## config.mk

```make
export PLATFORM = sky130hd
export DESIGN_NAME = xlate_buffer
export DESIGN_NICKNAME = d
export VERILOG_FILES = /design/src/rtl/xlate_pkg.sv /design/src/rtl/xlate_data.sv /design/src/rtl/xlate_ctrl.sv /design/src/rtl/xlate_buffer.sv
export SDC_FILE = /design/constraint.sdc
export NUM_CORES = 1
export LEC_CHECK = 0
export BUFFER_PORTS_ARGS = -buffer_cell sky130_fd_sc_hd__buf_2
export CORE_MARGIN = 2
export CORE_UTILIZATION = 35
export DETAILED_ROUTE_END_ITERATION = 6
export PLACE_DENSITY_LB_ADDON = 0.05
export SETUP_SLACK_MARGIN = 0.15
export SYNTH_ARGS = -nofsm -noshare
export SYNTH_HDL_FRONTEND = slang
export SYNTH_SLANG_ARGS = --single-unit
```

## constraint.sdc

```tcl
create_clock -name clk -period 6.1 [get_ports clk]
set_input_delay 0 -clock clk [delete_from_list [all_inputs] [get_ports clk]]
set_output_delay 0 -clock clk [all_outputs]
set_load 0.05 [all_outputs]
```

## src/rtl/xlate_pkg.sv

```systemverilog
package xlate_pkg;
  localparam int PERM_W = 3;

  typedef struct packed {
    logic lookupEn;
    logic flushAll;
    logic writeEn;
  } xlateStrobes_t;
endpackage

```

## src/rtl/xlate_data.sv

```systemverilog
module xlate_data
  import xlate_pkg::*;
#(
  parameter int ENTRIES = 8,
  parameter int VPN_W   = 20,
  parameter int PFN_W   = 20,
  parameter int OFF_W   = 12,
  parameter int IDX_W   = 3
) (
  input  logic                   clk,
  input  logic                   rstN,
  input  xlateStrobes_t          strb,
  input  logic [IDX_W-1:0]       wrIdx,
  input  logic [VPN_W-1:0]       lookupVpn,
  input  logic [OFF_W-1:0]       lookupOffset,
  input  logic [VPN_W-1:0]       refillVpn,
  input  logic [PFN_W-1:0]       refillPfn,
  input  logic [PERM_W-1:0]      refillPerm,
  output logic [ENTRIES-1:0]     lookupMatch,
  output logic [ENTRIES-1:0]     refillMatch,
  output logic [PFN_W-1:0]       outPfn,
  output logic [PERM_W-1:0]      outPerm,
  output logic [PFN_W+OFF_W-1:0] outPhys
);
  logic [ENTRIES-1:0] validVec;
  logic [VPN_W-1:0]   vpnArr  [ENTRIES];
  logic [PFN_W-1:0]   pfnArr  [ENTRIES];
  logic [PERM_W-1:0]  permArr [ENTRIES];

  for (genvar i = 0; i < ENTRIES; i++) begin : g_entry
    logic slotWrite;
    assign slotWrite      = strb.writeEn && (wrIdx == IDX_W'(i));
    assign lookupMatch[i] = validVec[i] && (vpnArr[i] == lookupVpn);
    assign refillMatch[i] = validVec[i] && (vpnArr[i] == refillVpn);

    always_ff @(posedge clk) begin
      if (!rstN)               validVec[i] <= 1'b0;
      else if (strb.flushAll)  validVec[i] <= 1'b0;
      else if (slotWrite)      validVec[i] <= 1'b1;
    end

    always_ff @(posedge clk) begin
      if (slotWrite) begin
        vpnArr[i]  <= refillVpn;
        pfnArr[i]  <= refillPfn;
        permArr[i] <= refillPerm;
      end
    end
  end

  logic [PFN_W-1:0]  selPfn;
  logic [PERM_W-1:0] selPerm;

  always_comb begin
    selPfn  = '0;
    selPerm = '0;
    for (int i = 0; i < ENTRIES; i++) begin
      if (lookupMatch[i]) begin
        selPfn  = selPfn  | pfnArr[i];
        selPerm = selPerm | permArr[i];
      end
    end
    if (strb.flushAll) begin
      selPfn  = '0;
      selPerm = '0;
    end
  end

  always_ff @(posedge clk) begin
    if (!rstN) begin
      outPfn  <= '0;
      outPerm <= '0;
      outPhys <= '0;
    end else if (strb.lookupEn) begin
      outPfn  <= selPfn;
      outPerm <= selPerm;
      outPhys <= {selPfn, lookupOffset};
    end
  end

  // the in-place rewrite rule keeps page numbers unique
  p_unique_match_r6: assert property (@(posedge clk) disable iff (!rstN)
    $onehot0(lookupMatch));

  // a flush leaves no valid entry behind
  p_flush_empty_r7: assert property (@(posedge clk) disable iff (!rstN)
    strb.flushAll |=> (validVec == '0));
endmodule

```

## src/rtl/xlate_ctrl.sv

```systemverilog
module xlate_ctrl
  import xlate_pkg::*;
#(
  parameter int ENTRIES = 8,
  parameter int VPN_W   = 20,
  parameter int IDX_W   = 3
) (
  input  logic               clk,
  input  logic               rstN,
  input  logic               lookupValid,
  input  logic [VPN_W-1:0]   lookupVpn,
  input  logic               flush,
  input  logic               refillValid,
  input  logic [ENTRIES-1:0] lookupMatch,
  input  logic [ENTRIES-1:0] refillMatch,
  output xlateStrobes_t      strb,
  output logic [IDX_W-1:0]   wrIdx,
  output logic               hitOut,
  output logic               missOut,
  output logic [VPN_W-1:0]   missVpn
);
  localparam logic [IDX_W-1:0] LAST_IDX = IDX_W'(ENTRIES - 1);

  logic [IDX_W-1:0] rrPtr;
  logic [IDX_W-1:0] dupIdx;
  logic             refillDup;
  logic             lookupHit;

  assign refillDup = |refillMatch;
  assign lookupHit = |lookupMatch;

  always_comb begin
    dupIdx = '0;
    for (int i = 0; i < ENTRIES; i++)
      if (refillMatch[i]) dupIdx = IDX_W'(i);
  end

  assign wrIdx         = refillDup ? dupIdx : rrPtr;
  assign strb.lookupEn = lookupValid;
  assign strb.flushAll = flush;
  assign strb.writeEn  = refillValid && !flush;

  always_ff @(posedge clk) begin
    if (!rstN)
      rrPtr <= '0;
    else if (strb.writeEn && !refillDup)
      rrPtr <= (rrPtr == LAST_IDX) ? '0 : rrPtr + 1'b1;
  end

  always_ff @(posedge clk) begin
    if (!rstN) begin
      hitOut  <= 1'b0;
      missOut <= 1'b0;
      missVpn <= '0;
    end else begin
      hitOut  <= lookupValid && !flush && lookupHit;
      missOut <= lookupValid && (flush || !lookupHit);
      if (lookupValid) missVpn <= lookupVpn;
    end
  end

  // one response only, and only after a lookup
  p_single_resp_r2: assert property (@(posedge clk) disable iff (!rstN)
    !(hitOut && missOut));
  p_resp_after_lookup_r2: assert property (@(posedge clk) disable iff (!rstN)
    lookupValid |=> (hitOut || missOut));
  p_quiet_r2: assert property (@(posedge clk) disable iff (!rstN)
    !lookupValid |=> (!hitOut && !missOut));
  // walker receives the missing page number
  p_miss_vpn_r3: assert property (@(posedge clk) disable iff (!rstN)
    lookupValid |=> (!missOut || missVpn == $past(lookupVpn)));
  // lookup alongside flush misses
  p_flush_lookup_miss_r7: assert property (@(posedge clk) disable iff (!rstN)
    (lookupValid && flush) |=> missOut);
  // new refill steps the pointer with wrap
  p_ptr_step_r5: assert property (@(posedge clk) disable iff (!rstN)
    (refillValid && !flush && !refillDup) |=>
      (rrPtr == (($past(rrPtr) == LAST_IDX) ? '0 : $past(rrPtr) + 1'b1)));
  // rewrite or dropped refill keeps the pointer
  p_ptr_hold_r6: assert property (@(posedge clk) disable iff (!rstN)
    (refillValid && (refillDup || flush)) |=> $stable(rrPtr));
endmodule

```

## src/rtl/xlate_buffer.sv

```systemverilog
module xlate_buffer
  import xlate_pkg::*;
#(
  parameter int ENTRIES = 8,
  parameter int VPN_W   = 20,
  parameter int PFN_W   = 20,
  parameter int OFF_W   = 12
) (
  input  logic                   clk,
  input  logic                   rstN,
  input  logic                   lookupValid,
  input  logic [VPN_W-1:0]       lookupVpn,
  input  logic [OFF_W-1:0]       lookupOffset,
  input  logic                   flush,
  input  logic                   refillValid,
  input  logic [VPN_W-1:0]       refillVpn,
  input  logic [PFN_W-1:0]       refillPfn,
  input  logic [2:0]             refillPerm,
  output logic                   hitOut,
  output logic                   missOut,
  output logic [VPN_W-1:0]       missVpn,
  output logic [PFN_W-1:0]       hitPfn,
  output logic [2:0]             hitPerm,
  output logic [PFN_W+OFF_W-1:0] physAddr
);
  localparam int IDX_W = (ENTRIES > 1) ? $clog2(ENTRIES) : 1;

  xlateStrobes_t      strb;
  logic [IDX_W-1:0]   wrIdx;
  logic [ENTRIES-1:0] lookupMatch;
  logic [ENTRIES-1:0] refillMatch;

  xlate_ctrl #(.ENTRIES(ENTRIES), .VPN_W(VPN_W), .IDX_W(IDX_W)) u_ctrl (
    .clk(clk), .rstN(rstN), .lookupValid(lookupValid), .lookupVpn(lookupVpn),
    .flush(flush), .refillValid(refillValid), .lookupMatch(lookupMatch),
    .refillMatch(refillMatch), .strb(strb), .wrIdx(wrIdx),
    .hitOut(hitOut), .missOut(missOut), .missVpn(missVpn)
  );

  xlate_data #(.ENTRIES(ENTRIES), .VPN_W(VPN_W), .PFN_W(PFN_W),
               .OFF_W(OFF_W), .IDX_W(IDX_W)) u_data (
    .clk(clk), .rstN(rstN), .strb(strb), .wrIdx(wrIdx),
    .lookupVpn(lookupVpn), .lookupOffset(lookupOffset),
    .refillVpn(refillVpn), .refillPfn(refillPfn), .refillPerm(refillPerm),
    .lookupMatch(lookupMatch), .refillMatch(refillMatch),
    .outPfn(hitPfn), .outPerm(hitPerm), .outPhys(physAddr)
  );
endmodule

```

==> impl_metrics.env <==
export IMPL_cts_sink_count=412
export IMPL_horizontal_extent_of_the_die_um=229
export IMPL_grt_pass1_wl_um=78300
export IMPL_gr_usage_all_layers_pct=20.6
export IMPL_h_tree_depth=2
export IMPL_die_area_sq_mm=0.0524
export IMPL_global_route_overflow_total=0
export IMPL_finalNetCount=1514
export IMPL_clk_transition_reported_paths_ps=60
export IMPL_worstPathCellList="dlygate4sd3_1, buf_2, xnor2_1, nand4_1, nor4_1, nand4_1, and2_1, a221o_1, or4_4, nor2_4, buf_4"
export IMPL_synth_edff_count=344
export IMPL_post_synth_top_count_cell="edfxtp_1"
export IMPL_netlist_top_cell_by_area="edfxtp_1"
export IMPL_drt_total_wl_um=54000
export IMPL_vias_in_the_first_global_route=11200
export IMPL_clk_path_buf_depth=3
export IMPL_synth_seq_area_share_pct=66.0
export IMPL_initial_standard_cell_utilization_of_the_core_pct=35.4
export IMPL_timing_critical_path_slowest_stage_cell="or4_4"
export IMPL_post_synth_cell_area_avg_sq_um=14.7
export IMPL_postSynth_topFlopCell="edfxtp_1"
export IMPL_cp_data_arrival_time_ps=4270
export IMPL_timing_critical_path_to_type="flop"
export IMPL_io_buffers=156
export IMPL_final_period_utilization_pct=66.3
export IMPL_syn_inst=1208
export IMPL_place_hpwl_um=31700
export IMPL_detail_route_first_pass_iterations=5
export IMPL_yosys_top_cells_count="344 x edfxtp_1, 194 x xnor2_1, 126 x xor2_1"
export IMPL_path_max_fanout=23
export IMPL_power_density_cell_area_mw_per_mm2=291
export IMPL_run_status="complete, no violations"
export IMPL_hp_start="lookupVpn[0]"
export IMPL_finalWorstSetupSlack_ps=2060
export IMPL_postSynthRegisterBits=412
export IMPL_cp_required_ps=6330
export IMPL_route_vias_total=10900
export IMPL_p_leak_nw=7.37
export IMPL_wl_per_cell_um=25.2
export IMPL_regToRegStartpoint="u_data.vpnArr[2][6]"
export IMPL_timing_hold_worst_path_depth=3
export IMPL_cts_made_buffers=47
export IMPL_layout_drive_gt1_share_pct=17.7
export IMPL_slowest_delay_ps=580
export IMPL_worstSkewPairLatency_ps=580
export IMPL_whs_endpoint="u_ctrl.missVpn[0]"
export IMPL_final_core_util_pct=42.7
export IMPL_unrepaired_setup_endpoints_after_global_routing="false"
export IMPL_syn_cell_area_sq_mm=0.0177
export IMPL_shortest_clock_period_the_worst_path_allows_after_layout_ps=4040
export IMPL_max_cap_violations=0
export IMPL_avgViaCountPerCell=5.10
export IMPL_synthTopCellsByArea="edfxtp_1 58%, xnor2_1 9.6%, dfxtp_1 7.7%"
export IMPL_drt_antenna_violating_nets=0
export IMPL_drcViolationCount=0
export IMPL_drt_first_iter_violations=764
export IMPL_coreArea_sq_mm=0.0501
export IMPL_netlist_area_leader_share_pct=58.3
export IMPL_finalSetupViolations=0
export IMPL_yosys_warnings=0
export IMPL_antenna_violations_before_repair=0
export IMPL_num_ports=157
export IMPL_tritoncts_clock_tree="built"
export IMPL_fin_setup_tns_ps=0
export IMPL_worst_case_hold_slack_ps=29.2
export IMPL_globalplace_congestion=0.776
export IMPL_clock_skew_final_ps=28.3
export IMPL_worst_setup_path_type="in2reg"
export IMPL_crit_path_start_kind="primary input"
export IMPL_worst_ir_drop_vdd_mv=0.149
export IMPL_layout_area_overhead_vs_synth_pct=20.8
export IMPL_min_path_type="in2reg"
export IMPL_worstPathBufferInverterCount=3
export IMPL_ys_async_sr_fraction_pct=0
export IMPL_pins_over_their_slew_limit=0
export IMPL_max_freq_mhz=247
export IMPL_synth_net_count=1290
export IMPL_worstMarginPinSlew_ps=1070
export IMPL_post_synth_num_cell_types=39
export IMPL_critical_path_top_delay_family="simple AND/OR/NAND/NOR gates"
export IMPL_worst_r2r_setup_slack_ps=2080
export IMPL_final_hold_violation_count=0
export IMPL_n_antenna_cell=0
export IMPL_ctsRootBufferMaster="clkbuf_16"
export IMPL_crit_startpoint="refillVpn[12]"
export IMPL_preCtsSetupSlack_ps=1920
export IMPL_reg2regPathDepth=9
export IMPL_slew_headroom_pct=28.6
export IMPL_rows=82
export IMPL_grt_max_degree=44
export IMPL_die_height_um=229
export IMPL_cpMostUsedCell="nand4_1"
export IMPL_r2r_end="u_data.pfnArr[0][7]"
==> cells by family after synthesis <==
group / count (synthesis) / share of synthesized area [%]
flops: 412 / 66.0
fa+ha+maj: 2 / 0.141
mux: 35 / 1.98
simple gates: 193 / 6.36
xor+xnor: 320 / 15.8
buf+inv: 92 / 3.02
compound gates: 154 / 6.69
==> through the flow <==
step / area [sq um] / power [W] / std cells
after global routing: 21400 / 0.00645 / 2139
after CTS: 21400 / 0.00631 / 2139
final: 21400 / 0.00623 / 2139
after global placement: 19100 / 0.00357 / 1970
after floorplan: 17700 / 0.00341 / 1208
after detailed placement: 19100 / 0.00357 / 1970
==> metal layers <==
metal | wire length (um) | track usage (%) | vias up
li1 | - | - | 4959
met1 | 25400 | 29.4 | 5604
met2 | 24800 | 32.6 | 287
met3 | 2720 | 3.54 | 61
met4 | 1010 | 4.99 | 0
met5 | 0 | 0 | -
==> layout make-up <==
class | instances | area (sq um)
fill | 4615 | 28700
sequential | 412 | 11700
multi-input combinational | 704 | 5600
timing repair buffer | 266 | 1820
clock buffer | 76 | 1360
tap | 672 | 841
clock inverter | 8 | 85.1
inverter | 1 | 3.75
==> sequential cells by signal (all words and copies together) (netlist names) <==
| register | flops |
|---|---|
| u_data.pfnArr | 160 |
| u_data.vpnArr | 160 |
| u_data.outPhys | 31 |
| u_data.permArr | 24 |
| u_ctrl.missVpn | 20 |
| u_data.validVec | 8 |
| u_ctrl.rrPtr | 3 |
| u_data.outPerm | 3 |
| u_ctrl.hitOut | 1 |
| u_ctrl.missOut | 1 |
| u_data.outPfn | 1 |
==> placed cells by master, fill, tap and decap left out, types with 23 or more instances in the layout <==
cell / netlist / routed
a21o_1: 23 / 23
a221oi_1: 23 / 23
a22o_1: 23 / 23
a22oi_1: 46 / 46
a31oi_1: 23 / 23
buf_2: 22 / 156
buf_4: 27 / 25
clkbuf_16: 0 / 47
dfxtp_1: 68 / 68
dlygate4sd3_1: 0 / 85
edfxtp_1: 344 / 344
mux2i_1: 35 / 35
nand4_1: 51 / 51
nor2b_1: 38 / 37
nor4_1: 46 / 38
xnor2_1: 194 / 194
xor2_1: 126 / 126
==> how the worst max path moves through the flow <==
stage | end | slack, ps | depth (start not counted)
finish | u_data.pfnArr[0][7] | 2060 | 11
global placement | u_data.pfnArr[0][7] | 2000 | 10
CTS | u_data.pfnArr[0][7] | 1970 | 9
global route | u_data.pfnArr[0][9] | 1830 | 9
detailed placement | u_data.pfnArr[0][7] | 1920 | 10
floorplan | u_data.permArr[0][0] | 1600 | 8
==> repair_timing <==
item,CTS,global route
hold buffers,85,0
endpoints found under the hold margin,386,0
setup buffers,0,0
setup endpoints to repair,0,0
gates resized for setup,0,0
==> worst register-to-register path, stage by stage, from the launching register on <==
cell,delay (ps)
edfxtp_1,450
xnor2_1,190
nand4_1,110
nor4_1,440
nand4_1,300
and2_1,240
a221o_1,370
or4_4,580
nor2_4,520
buf_4,490
==> power by group <==
group	switching (W)	internal [W]
Sequential	0.0000176	0.00309
Combinational	0.000289	0.000156
Clock	0.00113	0.00156
No activity file was read; power rests on OpenSTA's default activity.
